--- config.mk ---
export PLATFORM = sky130hd
export DESIGN_NAME = ssw_shift_out
export DESIGN_NICKNAME = d
export VERILOG_FILES = /design/src/rtl/ssw_pkg.sv /design/src/rtl/ssw_time_match.sv /design/src/rtl/ssw_bit_timer.sv /design/src/rtl/ssw_word_bank.sv /design/src/rtl/ssw_sequencer.sv /design/src/rtl/ssw_shift_out.sv
export SDC_FILE = /design/constraint.sdc
export NUM_CORES = 1
export LEC_CHECK = 0
export BUFFER_PORTS_ARGS = -buffer_cell sky130_fd_sc_hd__buf_2
export CAP_MARGIN = 15
export CORE_MARGIN = 1
export CORE_UTILIZATION = 51
export DETAILED_ROUTE_END_ITERATION = 10
export HOLD_SLACK_MARGIN = 0.1
export MAX_ROUTING_LAYER = met4
export PLACE_DENSITY = 0.82
export SYNTH_ARGS = -nofsm -noshare
export SYNTH_HDL_FRONTEND = slang
export SYNTH_SLANG_ARGS = --single-unit
export TNS_END_PERCENT = 30
--- constraint.sdc ---
create_clock -name clk -period 2.58 [get_ports clk]
set_clock_uncertainty 0.15 [all_clocks]
set_input_delay 0.258 -clock clk [delete_from_list [all_inputs] [get_ports clk]]
set_output_delay 0.258 -clock clk [all_outputs]
set_load 0.05 [all_outputs]
--- src/rtl/ssw_pkg.sv ---
package ssw_pkg;
  typedef enum logic [1:0] {
    SQ_IDLE  = 2'd0,
    SQ_WAIT  = 2'd1,
    SQ_SHIFT = 2'd2,
    SQ_GAP   = 2'd3
  } sq_state_t;
endpackage

--- src/rtl/ssw_time_match.sv ---
module ssw_time_match #(
  parameter int TIME_W = 32
) (
  input  logic [TIME_W-1:0] now_time,
  input  logic [TIME_W-1:0] start_time,
  output logic              reached
);
  logic [TIME_W-1:0] diff;
  // wrap-safe: reached when the modular difference is non-negative
  always_comb begin
    diff    = now_time - start_time;
    reached = ~diff[TIME_W-1];
  end
endmodule

--- src/rtl/ssw_bit_timer.sv ---
module ssw_bit_timer #(
  parameter int TICK_W = 8
) (
  input  logic              clk,
  input  logic              rst_n,
  input  logic              run,
  input  logic [TICK_W-1:0] hold_ticks,
  output logic              bit_last
);
  logic [TICK_W-1:0] cnt_q;

  assign bit_last = run && ((cnt_q + TICK_W'(1)) == hold_ticks);

  always_ff @(posedge clk or negedge rst_n) begin
    if (!rst_n) begin
      cnt_q <= '0;
    end else if (!run || bit_last) begin
      cnt_q <= '0;
    end else begin
      cnt_q <= cnt_q + TICK_W'(1);
    end
  end

  AST_TICK_RANGE: assert property (@(posedge clk) disable iff (!rst_n)
    run |-> (cnt_q < hold_ticks));
endmodule

--- src/rtl/ssw_word_bank.sv ---
module ssw_word_bank #(
  parameter int WORD_W    = 16,
  parameter int NUM_UNITS = 2,
  localparam int SEL_W    = (NUM_UNITS > 1) ? $clog2(NUM_UNITS) : 1,
  localparam int BIT_W    = $clog2(WORD_W)
) (
  input  logic              clk,
  input  logic              rst_n,
  input  logic              ld_valid,
  input  logic              ld_ready,
  input  logic [SEL_W-1:0]  ld_sel,
  input  logic [WORD_W-1:0] ld_data,
  input  logic [SEL_W-1:0]  unit_idx,
  input  logic [BIT_W-1:0]  bit_idx,
  output logic              bit_val
);
  logic [NUM_UNITS-1:0][WORD_W-1:0] data_q;
  logic [BIT_W-1:0]                 pos;

  for (genvar g = 0; g < NUM_UNITS; g++) begin : g_unit
    always_ff @(posedge clk or negedge rst_n) begin
      if (!rst_n) begin
        data_q[g] <= '0;
      end else if (ld_valid && ld_ready && (ld_sel == SEL_W'(g))) begin
        data_q[g] <= ld_data;
      end
    end
  end

  always_comb begin
    pos     = BIT_W'(WORD_W - 1) - bit_idx;
    bit_val = data_q[unit_idx][pos];
  end

  AST_LOAD_BLOCKED: assert property (@(posedge clk) disable iff (!rst_n)
    !ld_ready |=> $stable(data_q));
endmodule

--- src/rtl/ssw_sequencer.sv ---
module ssw_sequencer
  import ssw_pkg::*;
#(
  parameter int WORD_W    = 16,
  parameter int NUM_UNITS = 2,
  parameter int TIME_W    = 32,
  parameter int TICK_W    = 8,
  parameter int GAP_W     = 8,
  parameter int REP_W     = 8,
  localparam int SEL_W    = (NUM_UNITS > 1) ? $clog2(NUM_UNITS) : 1,
  localparam int UCNT_W   = $clog2(NUM_UNITS + 1),
  localparam int BIT_W    = $clog2(WORD_W)
) (
  input  logic              clk,
  input  logic              rst_n,
  input  logic              arm,
  input  logic [TIME_W-1:0] cfg_start_time,
  input  logic [TICK_W-1:0] cfg_bit_ticks,
  input  logic [GAP_W-1:0]  cfg_gap_ticks,
  input  logic [REP_W-1:0]  cfg_reps,
  input  logic [UCNT_W-1:0] cfg_units,
  input  logic              cfg_idle_level,
  input  logic              reached,
  input  logic              bit_last,
  output logic [TIME_W-1:0] start_q,
  output logic [TICK_W-1:0] hold_q,
  output logic [SEL_W-1:0]  unit_q,
  output logic [BIT_W-1:0]  bit_q,
  output logic              shifting,
  output logic              idle_q,
  output logic              busy,
  output logic              done
);
  localparam logic [BIT_W-1:0] LAST_BIT = BIT_W'(WORD_W - 1);

  sq_state_t         st;
  logic [GAP_W-1:0]  gap_ticks_q;
  logic [GAP_W-1:0]  gap_q;
  logic [REP_W-1:0]  reps_q;
  logic [REP_W-1:0]  rep_q;
  logic [UCNT_W-1:0] units_q;
  logic              done_q;
  logic              last_unit;
  logic              last_rep;
  logic [UCNT_W-1:0] units_eff;

  always_comb begin
    if (cfg_units == '0) begin
      units_eff = UCNT_W'(1);
    end else if (cfg_units > UCNT_W'(NUM_UNITS)) begin
      units_eff = UCNT_W'(NUM_UNITS);
    end else begin
      units_eff = cfg_units;
    end
  end

  assign last_unit = (UCNT_W'(unit_q) + UCNT_W'(1)) == units_q;
  assign last_rep  = (rep_q + REP_W'(1)) == reps_q;
  assign shifting  = (st == SQ_SHIFT);
  assign busy      = (st != SQ_IDLE);
  assign done      = done_q;

  always_ff @(posedge clk or negedge rst_n) begin
    if (!rst_n) begin
      st          <= SQ_IDLE;
      start_q     <= '0;
      hold_q      <= TICK_W'(1);
      gap_ticks_q <= '0;
      gap_q       <= '0;
      reps_q      <= REP_W'(1);
      rep_q       <= '0;
      units_q     <= UCNT_W'(1);
      unit_q      <= '0;
      bit_q       <= '0;
      idle_q      <= 1'b0;
      done_q      <= 1'b0;
    end else begin
      case (st)
        SQ_IDLE: begin
          if (arm) begin
            start_q     <= cfg_start_time;
            hold_q      <= (cfg_bit_ticks == '0) ? TICK_W'(1) : cfg_bit_ticks;
            gap_ticks_q <= cfg_gap_ticks;
            reps_q      <= (cfg_reps == '0) ? REP_W'(1) : cfg_reps;
            units_q     <= units_eff;
            idle_q      <= cfg_idle_level;
            done_q      <= 1'b0;
            st          <= SQ_WAIT;
          end
        end
        SQ_WAIT: begin
          if (reached) begin
            unit_q <= '0;
            bit_q  <= '0;
            rep_q  <= '0;
            st     <= SQ_SHIFT;
          end
        end
        SQ_SHIFT: begin
          if (bit_last) begin
            if (bit_q == LAST_BIT) begin
              bit_q <= '0;
              if (last_unit) begin
                unit_q <= '0;
                if (last_rep) begin
                  done_q <= 1'b1;
                  st     <= SQ_IDLE;
                end else begin
                  rep_q <= rep_q + REP_W'(1);
                  if (gap_ticks_q != '0) begin
                    gap_q <= '0;
                    st    <= SQ_GAP;
                  end
                end
              end else begin
                unit_q <= unit_q + SEL_W'(1);
              end
            end else begin
              bit_q <= bit_q + BIT_W'(1);
            end
          end
        end
        SQ_GAP: begin
          if ((gap_q + GAP_W'(1)) == gap_ticks_q) begin
            st <= SQ_SHIFT;
          end else begin
            gap_q <= gap_q + GAP_W'(1);
          end
        end
        default: st <= SQ_IDLE;
      endcase
    end
  end

  AST_ARM_IGNORED: assert property (@(posedge clk) disable iff (!rst_n)
    (busy && arm) |=> ($stable(reps_q) && $stable(hold_q) && $stable(start_q)));
  AST_WAIT_HOLDS: assert property (@(posedge clk) disable iff (!rst_n)
    (st == SQ_WAIT && !reached) |=> (st == SQ_WAIT));
  AST_BIT_HELD: assert property (@(posedge clk) disable iff (!rst_n)
    (shifting && !bit_last) |=> ($stable(bit_q) && $stable(unit_q)));
  AST_UNIT_STEP: assert property (@(posedge clk) disable iff (!rst_n)
    (shifting && bit_last && bit_q != LAST_BIT) |=> $stable(unit_q));
  AST_REP_RANGE: assert property (@(posedge clk) disable iff (!rst_n)
    (shifting || st == SQ_GAP) |-> (rep_q < reps_q));
  AST_GAP_NONZERO: assert property (@(posedge clk) disable iff (!rst_n)
    (st == SQ_GAP) |-> (gap_ticks_q != '0));
  AST_DONE_QUIET: assert property (@(posedge clk) disable iff (!rst_n)
    done_q |-> !busy);
endmodule

--- src/rtl/ssw_shift_out.sv ---
module ssw_shift_out #(
  parameter int WORD_W    = 16,
  parameter int NUM_UNITS = 2,
  parameter int TIME_W    = 32,
  parameter int TICK_W    = 8,
  parameter int GAP_W     = 8,
  parameter int REP_W     = 8,
  localparam int SEL_W    = (NUM_UNITS > 1) ? $clog2(NUM_UNITS) : 1,
  localparam int UCNT_W   = $clog2(NUM_UNITS + 1)
) (
  input  logic              clk,
  input  logic              rst_n,
  input  logic [TIME_W-1:0] now_time,
  input  logic              ld_valid,
  output logic              ld_ready,
  input  logic [SEL_W-1:0]  ld_sel,
  input  logic [WORD_W-1:0] ld_data,
  input  logic [TIME_W-1:0] cfg_start_time,
  input  logic [TICK_W-1:0] cfg_bit_ticks,
  input  logic [GAP_W-1:0]  cfg_gap_ticks,
  input  logic [REP_W-1:0]  cfg_reps,
  input  logic [UCNT_W-1:0] cfg_units,
  input  logic              cfg_idle_level,
  input  logic              arm,
  output logic              ser_out,
  output logic              busy,
  output logic              done
);
  localparam int BIT_W = $clog2(WORD_W);

  logic [TIME_W-1:0] start_q;
  logic [TICK_W-1:0] hold_q;
  logic [SEL_W-1:0]  unit_q;
  logic [BIT_W-1:0]  bit_q;
  logic              shifting;
  logic              idle_q;
  logic              reached;
  logic              bit_last;
  logic              bank_bit;

  assign ld_ready = ~busy;
  assign ser_out  = shifting ? bank_bit : idle_q;

  ssw_time_match #(.TIME_W(TIME_W)) u_match (
    .now_time   (now_time),
    .start_time (start_q),
    .reached    (reached)
  );

  ssw_bit_timer #(.TICK_W(TICK_W)) u_timer (
    .clk        (clk),
    .rst_n      (rst_n),
    .run        (shifting),
    .hold_ticks (hold_q),
    .bit_last   (bit_last)
  );

  ssw_word_bank #(.WORD_W(WORD_W), .NUM_UNITS(NUM_UNITS)) u_bank (
    .clk      (clk),
    .rst_n    (rst_n),
    .ld_valid (ld_valid),
    .ld_ready (ld_ready),
    .ld_sel   (ld_sel),
    .ld_data  (ld_data),
    .unit_idx (unit_q),
    .bit_idx  (bit_q),
    .bit_val  (bank_bit)
  );

  ssw_sequencer #(
    .WORD_W(WORD_W), .NUM_UNITS(NUM_UNITS), .TIME_W(TIME_W),
    .TICK_W(TICK_W), .GAP_W(GAP_W), .REP_W(REP_W)
  ) u_seq (
    .clk            (clk),
    .rst_n          (rst_n),
    .arm            (arm),
    .cfg_start_time (cfg_start_time),
    .cfg_bit_ticks  (cfg_bit_ticks),
    .cfg_gap_ticks  (cfg_gap_ticks),
    .cfg_reps       (cfg_reps),
    .cfg_units      (cfg_units),
    .cfg_idle_level (cfg_idle_level),
    .reached        (reached),
    .bit_last       (bit_last),
    .start_q        (start_q),
    .hold_q         (hold_q),
    .unit_q         (unit_q),
    .bit_q          (bit_q),
    .shifting       (shifting),
    .idle_q         (idle_q),
    .busy           (busy),
    .done           (done)
  );

  AST_READY_WHEN_DONE: assert property (@(posedge clk) disable iff (!rst_n)
    done |-> ld_ready);
endmodule

==> key figures, run 1 <==
Status
  • Status: finished, violations left
  • Failing checks: setup timing

Floorplan
  • Core box area: 12700 sq um
  • Initial core utilization: 52.6%
  • Io pins: 116
  • Die Wd: 116 um
  • Site Rows: 41
  • Die Height: 116 um
  • Die area: 13500 sq um

Synthesis
  • Ys async rst share: 100%
  • Number of synthesis warnings: 0
  • Syn nets: 820
  • Synth unique cells: 57
  • Largest area contributor in the netlist: dfrtp_1
  • Register area share after synthesis: 46.3%
  • Top post-synthesis cells by area: dfrtp_1 (45%), nand2_1 (8.1%), ha_1 (6.4%)
  • Post-synth EDFFs: 0
  • Synthesized area per cell: 9.88 sq um
  • Main flop type after synthesis: dfrtp_1
  • Syn Std Cell Area: 6660 sq um
  • Most common cell in the synthesized netlist: nand2_1
  • Top-area cell type share of the netlist area: 45.1%
  • Cells after synthesis: 674
  • Yosys reg bits: 123
  • Commonest cells in the netlist: nand2_1 (143), dfrtp_1 (120), o21ai_0 (58), inv_1 (38), ha_1 (34)

Clock tree
  • CTS Buf Count: 17
  • Clock buffer depth: 2
  • Clk_lat worst skew: 0.41 ns
  • Clock root buffer: clkbuf_16
  • Sink count of the clock tree: 123
  • Clock slew at reported path FFs: 0.06 ns
  • H-tree Lvls: 4
  • CTS tree: built

STA
  • Final Setup Violations: 12
  • RSZ-0062 raised after global routing: yes
  • Slew HR: 72.5%
  • Setup TNS: -0.681 ns
  • Final worst path period share: 104%
  • Tmin final: 2.68 ns
  • Endpoints failing hold: 0
  • Worst hold slack: 0.166 ns
  • Max-slew violations: 0
  • Peak Freq: 372 MHz
  • Worst-Margin Slew: 0.411 ns
  • Final WS setup: -0.105 ns

Detailed routing
  • Post-DRT Antenna Nets: 0
  • # DRC: 0
  • Vias: 5971
  • Via-per-instance ratio: 5.54
  • Total Routed Length: 17.9 mm
  • First drt pass iteration count: 5
  • DR WL/cell: 16.6 um
  • DRT iter0 DRCs: 500

Pwr
  • Comb pwr share: 6.4%
  • Switching share of power: 20.5%
  • VDD IR max: 0.518 mV
  • Flop pwr share: 42.3%
  • Total power: 4580 uW
  • Power per Cell Area: 501 nW/um^2
  • Switch Pwr: 939 uW
  • Internal Pwr Total: 3640 uW
  • Clock power frac: 51.3%
  • Lkg Pwr: 0.00453 uW

Critical path
  • Crit-path most repeated cell: buf_4
  • Crit Path Category: register to register
  • Required time worst endpoint: 2.77 ns
  • Slowest CP cell: dfrtp_1
  • Arr. time, crit path: 2.87 ns
  • CP bufs+invs: 4
  • Delay-heaviest family, CP: compound AO/OA/AOI/OAI gates
  • Crit Path Max Fanout: 4
  • Cells on worst reg2reg path: 12
  • Worst path cell trace: inv_2, ha_4, a21o_1, a221o_1, a221oi_2, buf_4, o22ai_4, nor4_4, buf_4, buf_6, nor2_2, nor2_1
  • Slowest Stage Delay on Critical Path: 0.38 ns
  • CP Capture Type: register
  • Startpoint types: register
  • Levels on crit path: 12

GRT
  • Gr usage total: 28.1%
  • Largest net degree at the start of global routing: 53
  • Vias in the first global route: 6127
  • First-pass GRT wire length: 28.1 mm
  • Grt ovf: 0
  • Initial antenna violation count: 1

Placed design
  • Dpl hpwl: 10.6 mm
  • Port Buffers: 114
  • Place WS: -0.266 ns
  • Routability cong.: 0.833

Flow run
  • Max-cap violations: 0

Final layout
  • Nets: 1037
  • Share of layout cells above drive strength 1: 28.9%
  • Area delta synth->final: 37.3%
  • Multi-input gate area: 3460 sq um
  • Register area: 3090 sq um
  • FILL cells: 826

Hold path
  • Hold Path Class: input pin to asynchronous set/reset pin
[per-layer routing]
metal	routed length, um	track usage (%)
met1	7160	31.1
met2	9060	46.8
met3	879	6.90
met4	795	15.0
met5	0	-
[logic make-up (layout without fill, tap and decap cells)]
kind of cell | after synthesis | after routing | share of synthesized area (%)
buffers and inverters | 65 | 294 | 3.79
adder cells (fa/ha/maj) | 34 | 34 | 6.39
other | 0 | 2 | 0
flip-flops | 123 | 123 | 46.3
AND/OR/NAND/NOR | 258 | 258 | 17.8
multiplexers | 44 | 44 | 9.09
AO/OA/AOI/OAI | 114 | 114 | 10.8
XOR/XNOR | 36 | 36 | 5.82
[state kept, by name (all words and copies together), names as in the netlist, 2 cells and up]
name               cells
u_timer.cnt_q          8
u_seq.gap_ticks_q      8
u_seq.rep_q            8
u_seq.start_q         32
u_seq.reps_q           8
u_seq.st               2
u_seq.bit_q            4
u_seq.gap_q            8
u_bank.data_q         32
u_seq.units_q          2
u_seq.hold_q           8
[power by group through the flow]
| stage | clock network [uW] | logic, uW | registers [uW] |
|---|---|---|---|
| 3_3_place_gp | 0 | 181 | 1970 |
| 6_report | 2350 | 293 | 1940 |
| 5_1_grt | 2470 | 320 | 1930 |
| 4_1_cts | 2360 | 278 | 1940 |
| 2_1_floorplan | 0 | 34.6 | 1970 |
| 3_5_place_dp | 0 | 184 | 1970 |
[final cells by class]
type                            instances  area share [%]
Multi-Input combinational cell        486            37.8
Clock buffer                           25            5.53
Antenna cell                            2          0.0547
Tap cell                              172            2.35
Timing Repair Buffer                  225            18.0
Inverter                               38            1.56
Clock inverter                          6           0.930
Sequential cell                       123            33.7
[worst paths after layout]
path	from	to	slack [ns]
worst max-delay path	u_seq.start_q[24]$_DFFE_PN0P_	u_seq.bit_q[2]$_DFFE_PN0P_	-0.10
worst min-delay path	rst_n	u_seq.hold_q[5]$_DFFE_PN0P_	0.17
min in group clk	arm	u_seq.st[0]$_DFFE_PN0P_	0.19
max in group asynchronous	rst_n	u_seq.reps_q[0]$_DFFE_PN1P_	1.41
worst max register to register	u_seq.start_q[24]$_DFFE_PN0P_	u_seq.bit_q[2]$_DFFE_PN0P_	-0.10
worst min register to register	u_seq.start_q[0]$_DFFE_PN0P_	u_seq.start_q[0]$_DFFE_PN0P_	0.31
[cell usage in the layout, fill, tap and decap left out, drive strengths merged, types with 10 or more instances in the layout]
| master | count |
|---|---|
| xnor2 | 17 |
| mux2 | 32 |
| dlygate4sd3 | 75 |
| nand3 | 21 |
| a21oi | 15 |
| dfrtp | 120 |
| xor2 | 14 |
| nor2 | 31 |
| clkbuf | 25 |
| nand2 | 143 |
| ha | 34 |
| inv | 38 |
| o21ai | 59 |
| mux4 | 10 |
| a31oi | 14 |
| buf | 150 |
| nor3 | 10 |
| and3 | 12 |
[per-stage QoR]
step / cells / util, % / instance area [sq um]
2_1_floorplan: 674 / - / 6660
3_3_place_gp: 963 / 60.0 / 7600
3_5_place_dp: 963 / 60.0 / 7600
4_1_cts: 1073 / 71.4 / 9050
5_1_grt: 1076 / 72.1 / 9140
6_report: 1077 / 72.2 / 9140
[repair_timing]
item / 4_1_cts / 5_1_grt
endpoints found under the hold margin: 212 / 0
setup endpoints to repair: 19 / 24
gates resized for setup: 18 / 24
hold buffers: 75 / 0
pin swaps: 4 / 9
setup buffers: 5 / 2
No activity file was read; power rests on OpenSTA's default activity.
==> run 2: changes to the inputs <==
--- a/config.mk
+++ b/config.mk
@@ -13,6 +13,7 @@
 export HOLD_SLACK_MARGIN = 0.1
 export MAX_ROUTING_LAYER = met4
 export PLACE_DENSITY = 0.82
+export SETUP_SLACK_MARGIN = 0.02
 export SYNTH_ARGS = -nofsm -noshare
 export SYNTH_HDL_FRONTEND = slang
 export SYNTH_SLANG_ARGS = --single-unit
==> key figures, run 2 (synthesized netlist as in run 1, its figures left out) <==
Placed design
  • Dpl hpwl: 10.6 mm
  • Port Buffers: 114
  • Routability cong.: 0.833

STA
  • Max-slew violations: 0
  • Tmin final: 2.83 ns
  • Worst hold slack: 0.162 ns
  • RSZ-0062 raised after global routing: yes
  • Peak Freq: 353 MHz
  • Slew HR: 72.1%
  • Worst-Margin Slew: 0.418 ns
  • Final WS setup: -0.252 ns
  • Final Setup Violations: 17
  • Endpoints failing hold: 0
  • Final worst path period share: 110%
  • Setup TNS: -1.59 ns

Status
  • Status: finished, violations left
  • Failing checks: setup timing

Final layout
  • Nets: 1039
  • Area delta synth->final: 37.4%
  • Commonest non-fill, non-tap cell in the layout: nand2_1
  • FILL cells: 823
  • Biggest regs: u_bank.data_q x32, u_seq.start_q x32
  • Multi-input gate area: 3450 sq um
  • Register area: 3080 sq um
  • Most frequent cells in the layout: nand2_1 (143), dfrtp_1 (118), buf_2 (113), dlygate4sd3_1 (75), o21ai_0 (49)
  • Share of layout cells above drive strength 1: 29.2%

Critical path
  • Crit Path Category: register to register
  • Crit Path Max Fanout: 4
  • Worst path cell trace: inv_2, ha_4, a21o_1, a221o_1, a221oi_2, buf_4, o22ai_4, nor4_4, buf_4, buf_6, nor2_2, nor2_1
  • Delay-heaviest family, CP: compound AO/OA/AOI/OAI gates
  • Startpoint types: register
  • Required time worst endpoint: 2.76 ns
  • CP Capture Type: register
  • Crit-path most repeated cell: buf_4
  • Slowest CP cell: dfrtp_1
  • CP bufs+invs: 4
  • Slowest Stage Delay on Critical Path: 0.37 ns
  • Arr. time, crit path: 3.01 ns

GRT
  • Met3 usage: 6.54%
  • Gr usage total: 28.2%
  • Grt ovf: 0
  • First-pass GRT wire length: 28.1 mm
  • GR peak layer: met2
  • Vias in the first global route: 6160
  • Met2 usage: 46.9%
  • Largest net degree at the start of global routing: 53
  • Initial antenna violation count: 1
  • M1 GR Usage: 31.1%

Pwr
  • Power per Cell Area: 500 nW/um^2
  • VDD IR max: 0.514 mV
  • Lkg Pwr: 0.00455 uW
  • Total power: 4580 uW

Floorplan
  • Initial core utilization: 52.6%
  • Die Height: 116 um
  • Io pins: 116
  • Die Wd: 116 um
  • Site Rows: 41
  • Core box area: 12700 sq um
  • Die area: 13500 sq um

Detailed routing
  • DRT iter0 DRCs: 394
  • # DRC: 0
  • Post-DRT Antenna Nets: 0
  • DR WL/cell: 16.5 um
  • Total Routed Length: 17.8 mm
  • First drt pass iteration count: 5
  • Vias: 5982
  • Via-per-instance ratio: 5.54

Clock tree
  • Clock buffer depth: 2
  • Sink count of the clock tree: 123
  • H-tree Lvls: 4
  • Clk_lat worst skew: 0.41 ns
  • Clock slew at reported path FFs: 0.06 ns
  • CTS Buf Count: 17
  • Clock root buffer: clkbuf_16
  • CTS tree: built

Hold path
  • Hold Path Class: input pin to asynchronous set/reset pin

Flow run
  • Max-cap violations: 0
run 2: changes by cell type in the layout (fill, tap and decap cells not counted), sizes merged:
cell / change
buf: +2
run 2: metal layers:
metal  part of all wire, %  vias to the layer above
met1                    39                     2876
met2                    50                      240
met4                   4.9                        0
li1                      -                     2776
met3                   5.4                       90
met5                     0                        -
run 2: layout make-up:
| type | count | area share [%] |
|---|---|---|
| inverters | 38 | 1.56 |
| diodes | 2 | 0.0547 |
| repair buffers | 227 | 18.1 |
| clock inverters | 6 | 0.930 |
| multi-input cells | 486 | 37.7 |
| clock buffers | 25 | 5.53 |
| flip-flops and latches | 123 | 33.7 |
| well taps | 172 | 2.35 |
run 2: timing repair:
action,in CTS,in global routing
endpoints found under the hold margin,212,0
endpoints found under the setup margin,21,24
hold buffers,75,0
pin swaps,8,14
resized for setup,19,20
gates cloned,1,0
buffers inserted,5,3
run 2: power breakdown:
part           leakage (uW)  internal, uW  switching [uW]
Sequential          0.00146          1930            2.45
Combinational       0.00281           166             124
Clock              0.000285          1540             810
Total               0.00455          3640             936
run 2: final timing paths:
path,startpoint,cells after the start,endpoint,slack [ns]
setup / recovery,u_seq.start_q[24]$_DFFE_PN0P_,12,u_seq.bit_q[2]$_DFFE_PN0P_,-0.25
hold / removal,rst_n,2,u_seq.gap_ticks_q[0]$_DFFE_PN0P_,0.16
setup reg to reg,u_seq.start_q[24]$_DFFE_PN0P_,12,u_seq.bit_q[2]$_DFFE_PN0P_,-0.25
hold reg to reg,u_seq.start_q[0]$_DFFE_PN0P_,2,u_seq.start_q[0]$_DFFE_PN0P_,0.31
max in group asynchronous,rst_n,3,u_seq.reps_q[0]$_DFFE_PN1P_,1.42
min in group clk,arm,4,u_seq.st[0]$_DFFE_PN0P_,0.17
run 2: per-stage QoR:
step	cell area, sq um	worst slack [ns]	utilization [%]	std cells
final	9150	-0.252	72.2	1079
after global routing	9150	-0.331	72.2	1078
after CTS	9060	-0.115	71.5	1074
after detailed placement	7600	-0.266	60.0	963
after global placement	7600	-0.106	60.0	963
after floorplan	6660	0.0161	-	674
run 2: worst register-to-register path: stages, from the launching register on:
cell and delay, ns:
dfrtp_1 0.37, inv_2 0.08, ha_4 0.20, a21o_1 0.15
a221o_1 0.34, a221oi_2 0.37, buf_4 0.19, o22ai_4 0.07
nor4_4 0.31, buf_4 0.20, buf_6 0.11, nor2_2 0.03
nor2_1 0.17
==> run 3: changes to the inputs <==
--- a/config.mk
+++ b/config.mk
@@ -9,10 +9,12 @@
 export CAP_MARGIN = 15
 export CORE_MARGIN = 1
 export CORE_UTILIZATION = 51
+export CTS_CLUSTER_SIZE = 30
 export DETAILED_ROUTE_END_ITERATION = 10
 export HOLD_SLACK_MARGIN = 0.1
 export MAX_ROUTING_LAYER = met4
 export PLACE_DENSITY = 0.82
+export REMOVE_ABC_BUFFERS = 1
 export SETUP_SLACK_MARGIN = 0.02
 export SYNTH_ARGS = -nofsm -noshare
 export SYNTH_HDL_FRONTEND = slang
==> key figures, run 3 (synthesized netlist as in run 1, its figures left out) <==
Status
  • Status: finished, violations left
  • Failing checks: DRC, setup timing

Floorplan
  • Site Rows: 41
  • Die Height: 116 um
  • Die Wd: 116 um
  • Io pins: 116
  • Initial core utilization: 52.6%
  • Die area: 13500 sq um
  • Core box area: 12700 sq um

Detailed routing
  • Via-per-instance ratio: 5.77
  • DRT iter0 DRCs: 520
  • Post-DRT Antenna Nets: 0
  • DR WL/cell: 19.0 um
  • # DRC: 1
  • Vias: 6224
  • Total Routed Length: 20.5 mm
  • First drt pass iteration count: 11

Pwr
  • Clock power frac: 54.3%
  • Switching share of power: 21.9%
  • Lkg Pwr: 0.00455 uW
  • Flop pwr share: 39.5%
  • Internal Pwr Total: 3820 uW
  • Comb pwr share: 6.2%
  • Switch Pwr: 1070 uW
  • VDD IR max: 0.531 mV
  • Power per Cell Area: 526 nW/um^2
  • Total power: 4900 uW

STA
  • Max-slew violations: 0
  • Tmin final: 2.83 ns
  • Worst hold slack: 0.154 ns
  • Peak Freq: 353 MHz
  • Worst-Margin Slew: 0.717 ns
  • Final Setup Violations: 18
  • Final WS setup: -0.251 ns
  • RSZ-0062 raised after global routing: yes
  • Final worst path period share: 110%
  • Slew HR: 51.7%
  • Setup TNS: -2.77 ns
  • Endpoints failing hold: 0

GRT
  • Grt ovf: 0
  • Largest net degree at the start of global routing: 47
  • Initial antenna violation count: 3
  • Gr usage total: 29.3%
  • Vias in the first global route: 6013
  • First-pass GRT wire length: 28.5 mm

Critical path
  • Crit Path Max Fanout: 7
  • Crit-path most repeated cell: nand2_1
  • Slowest CP cell: nor4_4
  • Crit Path Category: register to register
  • Delay-heaviest family, CP: simple AND/OR/NAND/NOR gates
  • Cells on worst reg2reg path: 11
  • Startpoint types: register
  • Slowest Stage Delay on Critical Path: 0.45 ns
  • CP Capture Type: register
  • CP bufs+invs: 2
  • Worst path cell trace: inv_1, ha_1, nand2_1, nor2_1, a221oi_2, o41ai_2, and3_1, nor4_4, clkbuf_16, o21ai_0, nand2_1
  • FF-to-FF Start: u_seq.start_q[10]$_DFFE_PN0P_
  • Worst R2R End: u_seq.rep_q[5]$_DFFE_PN0P_
  • Reg2reg setup slack: -0.25 ns
  • Required time worst endpoint: 2.80 ns
  • Arr. time, crit path: 3.05 ns

Placed design
  • Dpl hpwl: 10.6 mm
  • Routability cong.: 0.843
  • Port Buffers: 114
  • Place WS: -0.0967 ns
  • Placed insts: 962

Clock tree
  • Clock buffer depth: 2
  • Sink count of the clock tree: 123
  • H-tree Lvls: 4
  • CTS Buf Count: 17
  • Clock slew at reported path FFs: 0.07 ns
  • Clk_lat worst skew: 0.44 ns
  • Clock root buffer: clkbuf_16
  • CTS tree: built

Final layout
  • Most frequent cells in the layout: nand2_1 (143), dfrtp_1 (117), buf_2 (112), dlygate4sd3_1 (75), o21ai_0 (43)
  • Area delta synth->final: 39.9%
  • Non-filler cells, final: 1079
  • Nets: 1037
  • Biggest regs: u_bank.data_q x32, u_seq.start_q x32
  • Commonest non-fill, non-tap cell in the layout: nand2_1
  • Share of layout cells above drive strength 1: 31.1%

Flow run
  • Max-cap violations: 0

Hold path
  • Hold Path Class: input pin to asynchronous set/reset pin
-- run 3: cell count changes in the layout (fill, tap and decap cells not counted), sizes merged --
cell    delta
buf        -4
diode      +1
clkinv     +1
bufinv     +3
a21oi      +1
clkbuf     -5
inv        +3
-- run 3: through the flow --
| step | util [%] | area [sq um] |
|---|---|---|
| floorplan | - | 6550 |
| global placement | 60.0 | 7610 |
| detailed placement | 60.0 | 7610 |
| CTS | 71.5 | 9050 |
| global route | 73.5 | 9320 |
| finish | 73.5 | 9320 |
-- run 3: cell type report --
| class | count | area [sq um] |
|---|---|---|
| diodes | 3 | 7.51 |
| clock buffers | 19 | 433 |
| clock inverters | 13 | 214 |
| fillers | 780 | 3350 |
| inverters | 38 | 143 |
| multi-input cells | 487 | 3560 |
| flip-flops and latches | 123 | 3090 |
| well taps | 172 | 215 |
| repair buffers | 224 | 1660 |
-- run 3: worst max path at each step --
stage | from | end | cells after the start
2_1_floorplan | u_seq.st[1]$_DFFE_PN0P_ | u_seq.start_q[10]$_DFFE_PN0P_ | 3
3_3_place_gp | now_time[24] | u_seq.rep_q[2]$_DFFE_PN0P_ | 11
3_5_place_dp | now_time[24] | u_seq.bit_q[3]$_DFFE_PN0P_ | 10
4_1_cts | u_seq.unit_q$_DFFE_PN0P_ | ser_out | 6
5_1_grt | u_seq.start_q[10]$_DFFE_PN0P_ | u_seq.rep_q[6]$_DFFE_PN0P_ | 11
6_report | u_seq.start_q[10]$_DFFE_PN0P_ | u_seq.rep_q[5]$_DFFE_PN0P_ | 11
-- run 3: worst reg2reg max path: cells and delay by family, from the launching register on --
family | cells | cell delay [ns]
and+or+nand+nor | 5 | 1.05
AOI/OAI and AO/OA | 3 | 0.56
DFF | 1 | 0.38
buffers and inverters | 2 | 0.35
adders and majority gates | 1 | 0.29
-- run 3: what timing repair did --
item,4_1_cts,5_1_grt
hold buffers,75,0
gates resized for setup,9,54
pin swaps,3,16
setup endpoints to repair,15,27
gates cloned,0,2
setup buffers,1,8
hold endpoints to repair,211,0
-- run 3: power by group through the flow --
| stage | combinational [uW] | clock (uW) | sequential [uW] |
|---|---|---|---|
| final | 303 | 2660 | 1930 |
| after detailed placement | 184 | 0 | 1970 |
| after global routing | 330 | 2750 | 1930 |
| after global placement | 181 | 0 | 1970 |
| after CTS | 274 | 2640 | 1930 |
| after floorplan | 31.4 | 0 | 1970 |
-- run 3: routing by layer --
metal | up-vias | GRT usage, % | wire length [um]
li1 | 2775 | - | -
met4 | 0 | 18.1 | 1230
met2 | 372 | 49.5 | 10200
met3 | 130 | 7.42 | 1550
met1 | 2947 | 30.7 | 7430
met5 | - | - | 0
